[config.mk]
export PLATFORM = sky130hd
export DESIGN_NAME = mode_size_resolver
export DESIGN_NICKNAME = d
export VERILOG_FILES = /design/src/rtl/msr_pkg.sv /design/src/rtl/msr_mode_classify.sv /design/src/rtl/msr_size_resolve.sv /design/src/rtl/mode_size_resolver.sv
export SDC_FILE = /design/constraint.sdc
export NUM_CORES = 1
export LEC_CHECK = 0
export ABC_CLOCK_PERIOD_IN_PS = 2240
export BUFFER_PORTS_ARGS = -buffer_cell sky130_fd_sc_hd__buf_2
export CAP_MARGIN = 10
export CORE_MARGIN = 3
export CORE_UTILIZATION = 35
export CTS_CLUSTER_DIAMETER = 50
export DETAILED_ROUTE_END_ITERATION = 6
export HOLD_SLACK_MARGIN = 0.12
export SLEW_MARGIN = 20
export SYNTH_ARGS = -nofsm -noshare
export SYNTH_HDL_FRONTEND = slang
export SYNTH_HIERARCHICAL = 1
export SYNTH_SLANG_ARGS = --single-unit
[constraint.sdc]
create_clock -name clk -period 2.24 [get_ports clk]
set_clock_uncertainty 0.05 [all_clocks]
set_input_delay 0.448 -clock clk [delete_from_list [all_inputs] [get_ports clk]]
set_output_delay 0.448 -clock clk [all_outputs]
set_load 0.005 [all_outputs]
[src/rtl/msr_pkg.sv]
package msr_pkg;
    localparam int MODE_W = 3;
    localparam int SIZE_W = 2;

    typedef enum logic [MODE_W-1:0] {
        MD_REAL     = 3'd0,
        MD_V86      = 3'd1,
        MD_PROT16   = 3'd2,
        MD_PROT32   = 3'd3,
        MD_COMPAT16 = 3'd4,
        MD_COMPAT32 = 3'd5,
        MD_LONG64   = 3'd6,
        MD_BAD      = 3'd7
    } mode_e;

    typedef enum logic [SIZE_W-1:0] {
        SZ_16   = 2'd0,
        SZ_32   = 2'd1,
        SZ_64   = 2'd2,
        SZ_NONE = 2'd3
    } size_e;

    typedef struct packed {
        logic  vld;
        mode_e mode;
        size_e asz;
        size_e osz;
        logic  rsvd;
        logic  err;
    } res_t;
endpackage

[src/rtl/msr_mode_classify.sv]
module msr_mode_classify
    import msr_pkg::*;
(
    input  logic  lma,
    input  logic  pe,
    input  logic  vm,
    input  logic  cs_l,
    input  logic  cs_d,
    input  logic  dflt64,
    input  logic  force64,
    output mode_e mode,
    output logic  rsvd,
    output logic  bad
);
    logic hint_clash;
    logic long_bad;

    always_comb begin
        hint_clash = dflt64 & force64;
        rsvd       = lma & cs_l & cs_d;
        long_bad   = lma & (~pe | vm | (cs_l & cs_d));
        bad        = hint_clash | long_bad;
        mode       = MD_BAD;
        if (!bad) begin
            if (lma) begin
                if (cs_l)      mode = MD_LONG64;
                else if (cs_d) mode = MD_COMPAT32;
                else           mode = MD_COMPAT16;
            end else begin
                if (!pe)       mode = MD_REAL;
                else if (vm)   mode = MD_V86;
                else if (cs_d) mode = MD_PROT32;
                else           mode = MD_PROT16;
            end
        end
    end
endmodule

[src/rtl/msr_size_resolve.sv]
module msr_size_resolve
    import msr_pkg::*;
(
    input  mode_e mode,
    input  logic  pfx_66,
    input  logic  pfx_67,
    input  logic  rex_w,
    input  logic  dflt64,
    input  logic  force64,
    output size_e asz,
    output size_e osz
);
    logic def32;

    always_comb begin
        def32 = (mode == MD_PROT32) || (mode == MD_COMPAT32);
        asz   = SZ_NONE;
        osz   = SZ_NONE;
        if (mode == MD_LONG64) begin
            asz = pfx_67 ? SZ_32 : SZ_64;
            if (force64)                 osz = SZ_64;
            else if (rex_w)              osz = SZ_64;
            else if (pfx_66)             osz = SZ_16;
            else if (dflt64)             osz = SZ_64;
            else                         osz = SZ_32;
        end else if (mode != MD_BAD) begin
            asz = (def32 ^ pfx_67) ? SZ_32 : SZ_16;
            osz = (def32 ^ pfx_66) ? SZ_32 : SZ_16;
        end
    end
endmodule

[src/rtl/mode_size_resolver.sv]
module mode_size_resolver
    import msr_pkg::*;
(
    input  logic       clk,
    input  logic       rst_n,
    input  logic       in_valid,
    output logic       in_ready,
    input  logic       lma,
    input  logic       pe,
    input  logic       vm,
    input  logic       cs_l,
    input  logic       cs_d,
    input  logic       pfx_66,
    input  logic       pfx_67,
    input  logic       rex_w,
    input  logic       dflt64,
    input  logic       force64,
    output logic       out_valid,
    output logic [2:0] mode,
    output logic [1:0] addr_size,
    output logic [1:0] op_size,
    output logic       rsvd,
    output logic       err
);
    mode_e mode_c;
    size_e asz_c;
    size_e osz_c;
    logic  rsvd_c;
    logic  bad_c;
    logic  take;
    logic  rdy_d, rdy_q;
    res_t  res_d, res_q;

    msr_mode_classify u_cls (
        .lma(lma), .pe(pe), .vm(vm), .cs_l(cs_l), .cs_d(cs_d),
        .dflt64(dflt64), .force64(force64),
        .mode(mode_c), .rsvd(rsvd_c), .bad(bad_c)
    );

    msr_size_resolve u_sz (
        .mode(mode_c), .pfx_66(pfx_66), .pfx_67(pfx_67), .rex_w(rex_w),
        .dflt64(dflt64), .force64(force64),
        .asz(asz_c), .osz(osz_c)
    );

    always_comb begin
        take      = in_valid & rdy_q;
        rdy_d     = 1'b1;
        res_d     = res_q;
        res_d.vld = take;
        if (take) begin
            res_d.mode = mode_c;
            res_d.asz  = asz_c;
            res_d.osz  = osz_c;
            res_d.rsvd = rsvd_c;
            res_d.err  = bad_c;
        end
    end

    always_ff @(posedge clk) begin
        if (!rst_n) begin
            res_q <= '0;
            rdy_q <= 1'b0;
        end else begin
            res_q <= res_d;
            rdy_q <= rdy_d;
        end
    end

    assign in_ready  = rdy_q;
    assign out_valid = res_q.vld;
    assign mode      = res_q.mode;
    assign addr_size = res_q.asz;
    assign op_size   = res_q.osz;
    assign rsvd      = res_q.rsvd;
    assign err       = res_q.err;

    AST_ACCEPT_TO_VALID: assert property (@(posedge clk) disable iff (!rst_n)
        (in_valid && in_ready) |=> out_valid);
    AST_NO_SPURIOUS_VALID: assert property (@(posedge clk) disable iff (!rst_n)
        !(in_valid && in_ready) |=> (!out_valid && $stable(mode) && $stable(op_size)));
    AST_REAL_MODE: assert property (@(posedge clk) disable iff (!rst_n)
        (in_valid && in_ready && !lma && !pe && !(dflt64 && force64)) |=> (mode == 3'd0 && !err));
    AST_LONG_ADDR_WIDE: assert property (@(posedge clk) disable iff (!rst_n)
        (out_valid && mode == 3'd6) |-> (addr_size == 2'd1 || addr_size == 2'd2));
    AST_LEGACY_NO_64: assert property (@(posedge clk) disable iff (!rst_n)
        (out_valid && !err && mode != 3'd6) |-> (addr_size != 2'd2 && op_size != 2'd2));
    AST_ERR_NO_SIZE: assert property (@(posedge clk) disable iff (!rst_n)
        (out_valid && err) |-> (mode == 3'd7 && addr_size == 2'd3 && op_size == 2'd3));
    AST_RSVD_IS_ERR: assert property (@(posedge clk) disable iff (!rst_n)
        (out_valid && rsvd) |-> err);
endmodule

==> PnR_summary.wiki <==
{| class="wikitable"
! Metric !! Value
|-
| Run status || complete, no violations
|-
| Crit path launch type || input port
|-
| Pin count of the biggest net entering global routing || 21
|-
| Detailed-routing wirelength on met1 || ~570 um
|-
| Synth top area cells || sky130_fd_sc_hd__dfxtp_1, sky130_fd_sc_hd__o21ai_1, sky130_fd_sc_hd__nand4_1
|-
| Initial standard-cell utilization of the core || 0.377
|-
| Total number of nets in the final design || 110
|-
| Post-synthesis sequential area ratio || 0.378
|-
| Area share of xor/xnor cells in the synthesized design || 0.0151
|-
| Number of clock sinks || 11
|-
| Mean post-synth cell area || between 7 and 8 sq um
|-
| Destination of the worst hold path || addr_size[1]
|-
| Setup violators final || 0
|-
| Fraction of registers with async set or reset after synthesis || 0
|-
| Std cell rows || 14
|-
| Starting DRC count in detailed routing || 7
|-
| Top cell type's share of synthesized area || 0.378
|-
| Largest driver fanout on the critical path || 5
|-
| WHS Path Cells || 2
|-
| Antenna diode instance count || 0
|-
| EDFF count, synth || 0
|-
| Type of the worst min-delay path || reg2reg
|-
| Number of buffers created by CTS || 3
|-
| Layout cells sized above 1 || 0.323
|-
| Source-to-sink clock delay at the later pin of the worst-skew pair || 0.26 ns
|-
| Most used flip-flop cell after synthesis || sky130_fd_sc_hd__dfxtp_1
|-
| Cell type with the largest total area after synthesis || sky130_fd_sc_hd__dfxtp_1
|-
| Wirelength, routed || 1.29 mm
|-
| CP Capture Type || flip-flop
|-
| DR WL/cell || 11.6 um
|-
| Total area of sequential cells || about 220 sq um
|-
| Die outline area || 2190 sq um
|-
| Launch point of the worst hold path || addr_size[1]
|-
| CP max stage delay || 0.44 ns
|-
| Arrival time at the worst endpoint || between 1.5 and 2 ns
|-
| Number of warning messages in the yosys log || 6
|-
| Standby leakage power || approximately 0.33 nW
|-
| Worst endpoint required time || ~2.4 ns
|-
| Clock Pin Slew Worst Setup and Hold Paths || 0.07 ns
|-
| Vias per inst || 5.25
|-
| Highest-delay cell along the critical path || sky130_fd_sc_hd__or3_4
|-
| Area fraction in and, or, nand and nor cells after synthesis || 0.286
|-
| R2R setup slack || 0.92 ns
|-
| Max-capacitance violation count || 0
|-
| Sum Neg Setup Slack || 0 ns
|-
| Unique cell type count in the Yosys netlist || 24
|-
| Fill cells || around 160
|-
| Post-CTS setup buffers || 0
|-
| H-tree levels || 1
|-
| Synthesis-to-finish area growth || 20.6%
|-
| Vias in the first global route || 515
|-
| Input/output buffers || 23
|-
| Global route overflow || 0
|-
| Number of placed cells counting well taps || 108
|-
| Count of hold-fix buffers inserted at cts || 0
|-
| Final hold slack || 0.397 ns
|-
| Detailed-router iteration count before antenna repair || 4
|-
| Count of pins over their slew limit || 0
|-
| Synth Register Bits || 11
|-
| RD Place Congestion || just over 0.7
|-
| Startpoint of the most critical register-to-register path || in_ready
|-
| Critical path, cell by cell || buf_2 > nor3_1 > o21ai_0 > or3_4 > o31ai_2 > a21o_1 > nand4_1 > o21ai_1
|-
| Worst Reg-to-Reg Cells || 2
|-
| Worst vdd rail ir drop || 0.354 mV
|-
| Initial antenna violation count || 0
|-
| Drt drc || 0
|-
| Die Span Y || between 40 and 50 um
|-
| CTS tree || built
|-
| Area inside the core boundary || 1540 sq um
|-
| Post-cts repair resize count || 0
|-
| Post-Synth Adder-Cell Area || 0.0172
|-
| Fmax || 0.575 GHz
|-
| Most frequent cells after synthesis || sky130_fd_sc_hd__o21ai_1, sky130_fd_sc_hd__dfxtp_1, sky130_fd_sc_hd__nand2_1
|-
| Post-synthesis cell count || 74
|-
| Root cell of the clock tree || sky130_fd_sc_hd__clkbuf_4
|-
| Met2 Wirelength || roughly 630 um
|-
| Largest family of logic cells by synthesized area || simple AND/OR/NAND/NOR gates
|-
| Final number of hold-violating endpoints || 0
|-
| Num ports || 24
|-
| Detailed-placement wirelength estimate || 976 um
|-
| First-pass GRT wire length || around 2.1 mm
|-
| Worst setup path class || in2reg
|-
| Count leader, synth || sky130_fd_sc_hd__o21ai_1
|-
| Syn_nets || 87
|-
| Share of cell area taken by muxes after synthesis || 0
|-
| Count of placed standard cells in the final layout, fillers left out || between 100 and 150
|-
| Number of nets still failing antenna checks after routing || 0
|-
| Multi-input logic area || 302 sq um
|-
| Final Critical Period || 1.74 ns
|-
| Period utilization || 0.777
|-
| X dimension of the die || 46.8 um
|-
| Final core occ || 0.455
|-
| Unrepaired setup endpoints after global routing || no
|-
| Buffers from clock root to sink, at most || 2
|-
| Transition at the pin with the smallest max-transition slack || roughly 0.51 ns
|-
| Share of the synthesized area in compound gates (AO/OA/AOI/OAI) || 0.200
|-
| PD cells || 609 nW/um^2
|-
| Total routing usage reported by global routing || 0.137
|-
| Post-synthesis cell area || 582 sq um
|-
| Top routing layer in use || met3
|-
| Worst R2R End || mode[2]
|-
| Overall via count from detail_route || 588
|-
| Routed length on met3 || 96 um
|-
| Rel. slew slack || 0.659
|}
-- per-stage QoR --
step	setup WS [ns]	total power [mW]	area, sq um
finish	0.500	0.427	702
global route	0.384	0.456	702
CTS	0.490	0.430	702
detailed placement	0.217	0.298	676
global placement	0.301	0.298	676
floorplan	0.499	0.271	582
-- final cells by class --
class                   instances  area share
multi-input cells              53       0.430
flip-flops and latches         11       0.314
repair buffers                 23       0.164
clock buffers                   4      0.0374
well taps                      16      0.0285
inverters                       5      0.0267
-- worst max-delay path by stage --
stage / from / end / slack [ns] / cells after the start
floorplan: cs_d / op_size[0] / 0.50 / 7
global route: pe / op_size[0] / 0.38 / 9
detailed placement: vm / op_size[0] / 0.22 / 8
global placement: vm / op_size[0] / 0.30 / 8
CTS: vm / op_size[0] / 0.49 / 8
finish: vm / op_size[0] / 0.50 / 8
-- cells in the final DEF, fill, tap and decap left out, types with 2 or more instances in the layout --
cell type | netlist | routed
sky130_fd_sc_hd__clkbuf_4 | 0 | 3
sky130_fd_sc_hd__a21oi_1 | 3 | 3
sky130_fd_sc_hd__nand4_1 | 9 | 9
sky130_fd_sc_hd__dfxtp_1 | 11 | 11
sky130_fd_sc_hd__nand3_1 | 2 | 2
sky130_fd_sc_hd__o21ai_1 | 12 | 12
sky130_fd_sc_hd__o21ai_0 | 3 | 3
sky130_fd_sc_hd__nor2_1 | 2 | 2
sky130_fd_sc_hd__nand2_1 | 11 | 11
sky130_fd_sc_hd__buf_2 | 3 | 23
sky130_fd_sc_hd__inv_1 | 4 | 4
-- logic make-up (layout without fill, tap and decap cells) --
logic type,after synthesis,after routing
AND/OR/NAND/NOR,30,30
flip-flops,11,11
AO/OA/AOI/OAI,21,21
adder cells (fa/ha/maj),1,1
XOR/XNOR,1,1
buffers and inverters,10,32
-- registers in the layout, summed over array words and instances (netlist names) --
register	cells
addr_size	2
op_size	2
rsvd	1
err	1
in_ready	1
mode	3
out_valid	1
-- power by group --
| group | switching (mW) | leakage (nW) | internal, mW | total (mW) |
|---|---|---|---|---|
| clock network | 0.0650 | 0.0150 | 0.0689 | 0.134 |
| logic | 0.0452 | 0.220 | 0.0347 | 0.0798 |
| registers | 0.00715 | 0.0903 | 0.206 | 0.214 |
-- layer usage --
layer  global-route usage  vias up
met4               0.0166        0
met5                    0        -
li1                     -      309
met2                0.225       13
met3               0.0805        0
met1                0.159      266
-- critical path, delay by kind of cell --
| kind | cells | cell delay, ns |
|---|---|---|
| buffers and inverters | 1 | 0.12 |
| AO/OA/AOI/OAI | 4 | 0.66 |
| AND/OR/NAND/NOR | 3 | 0.66 |
Note: power is estimated with default switching activity, not from simulation.
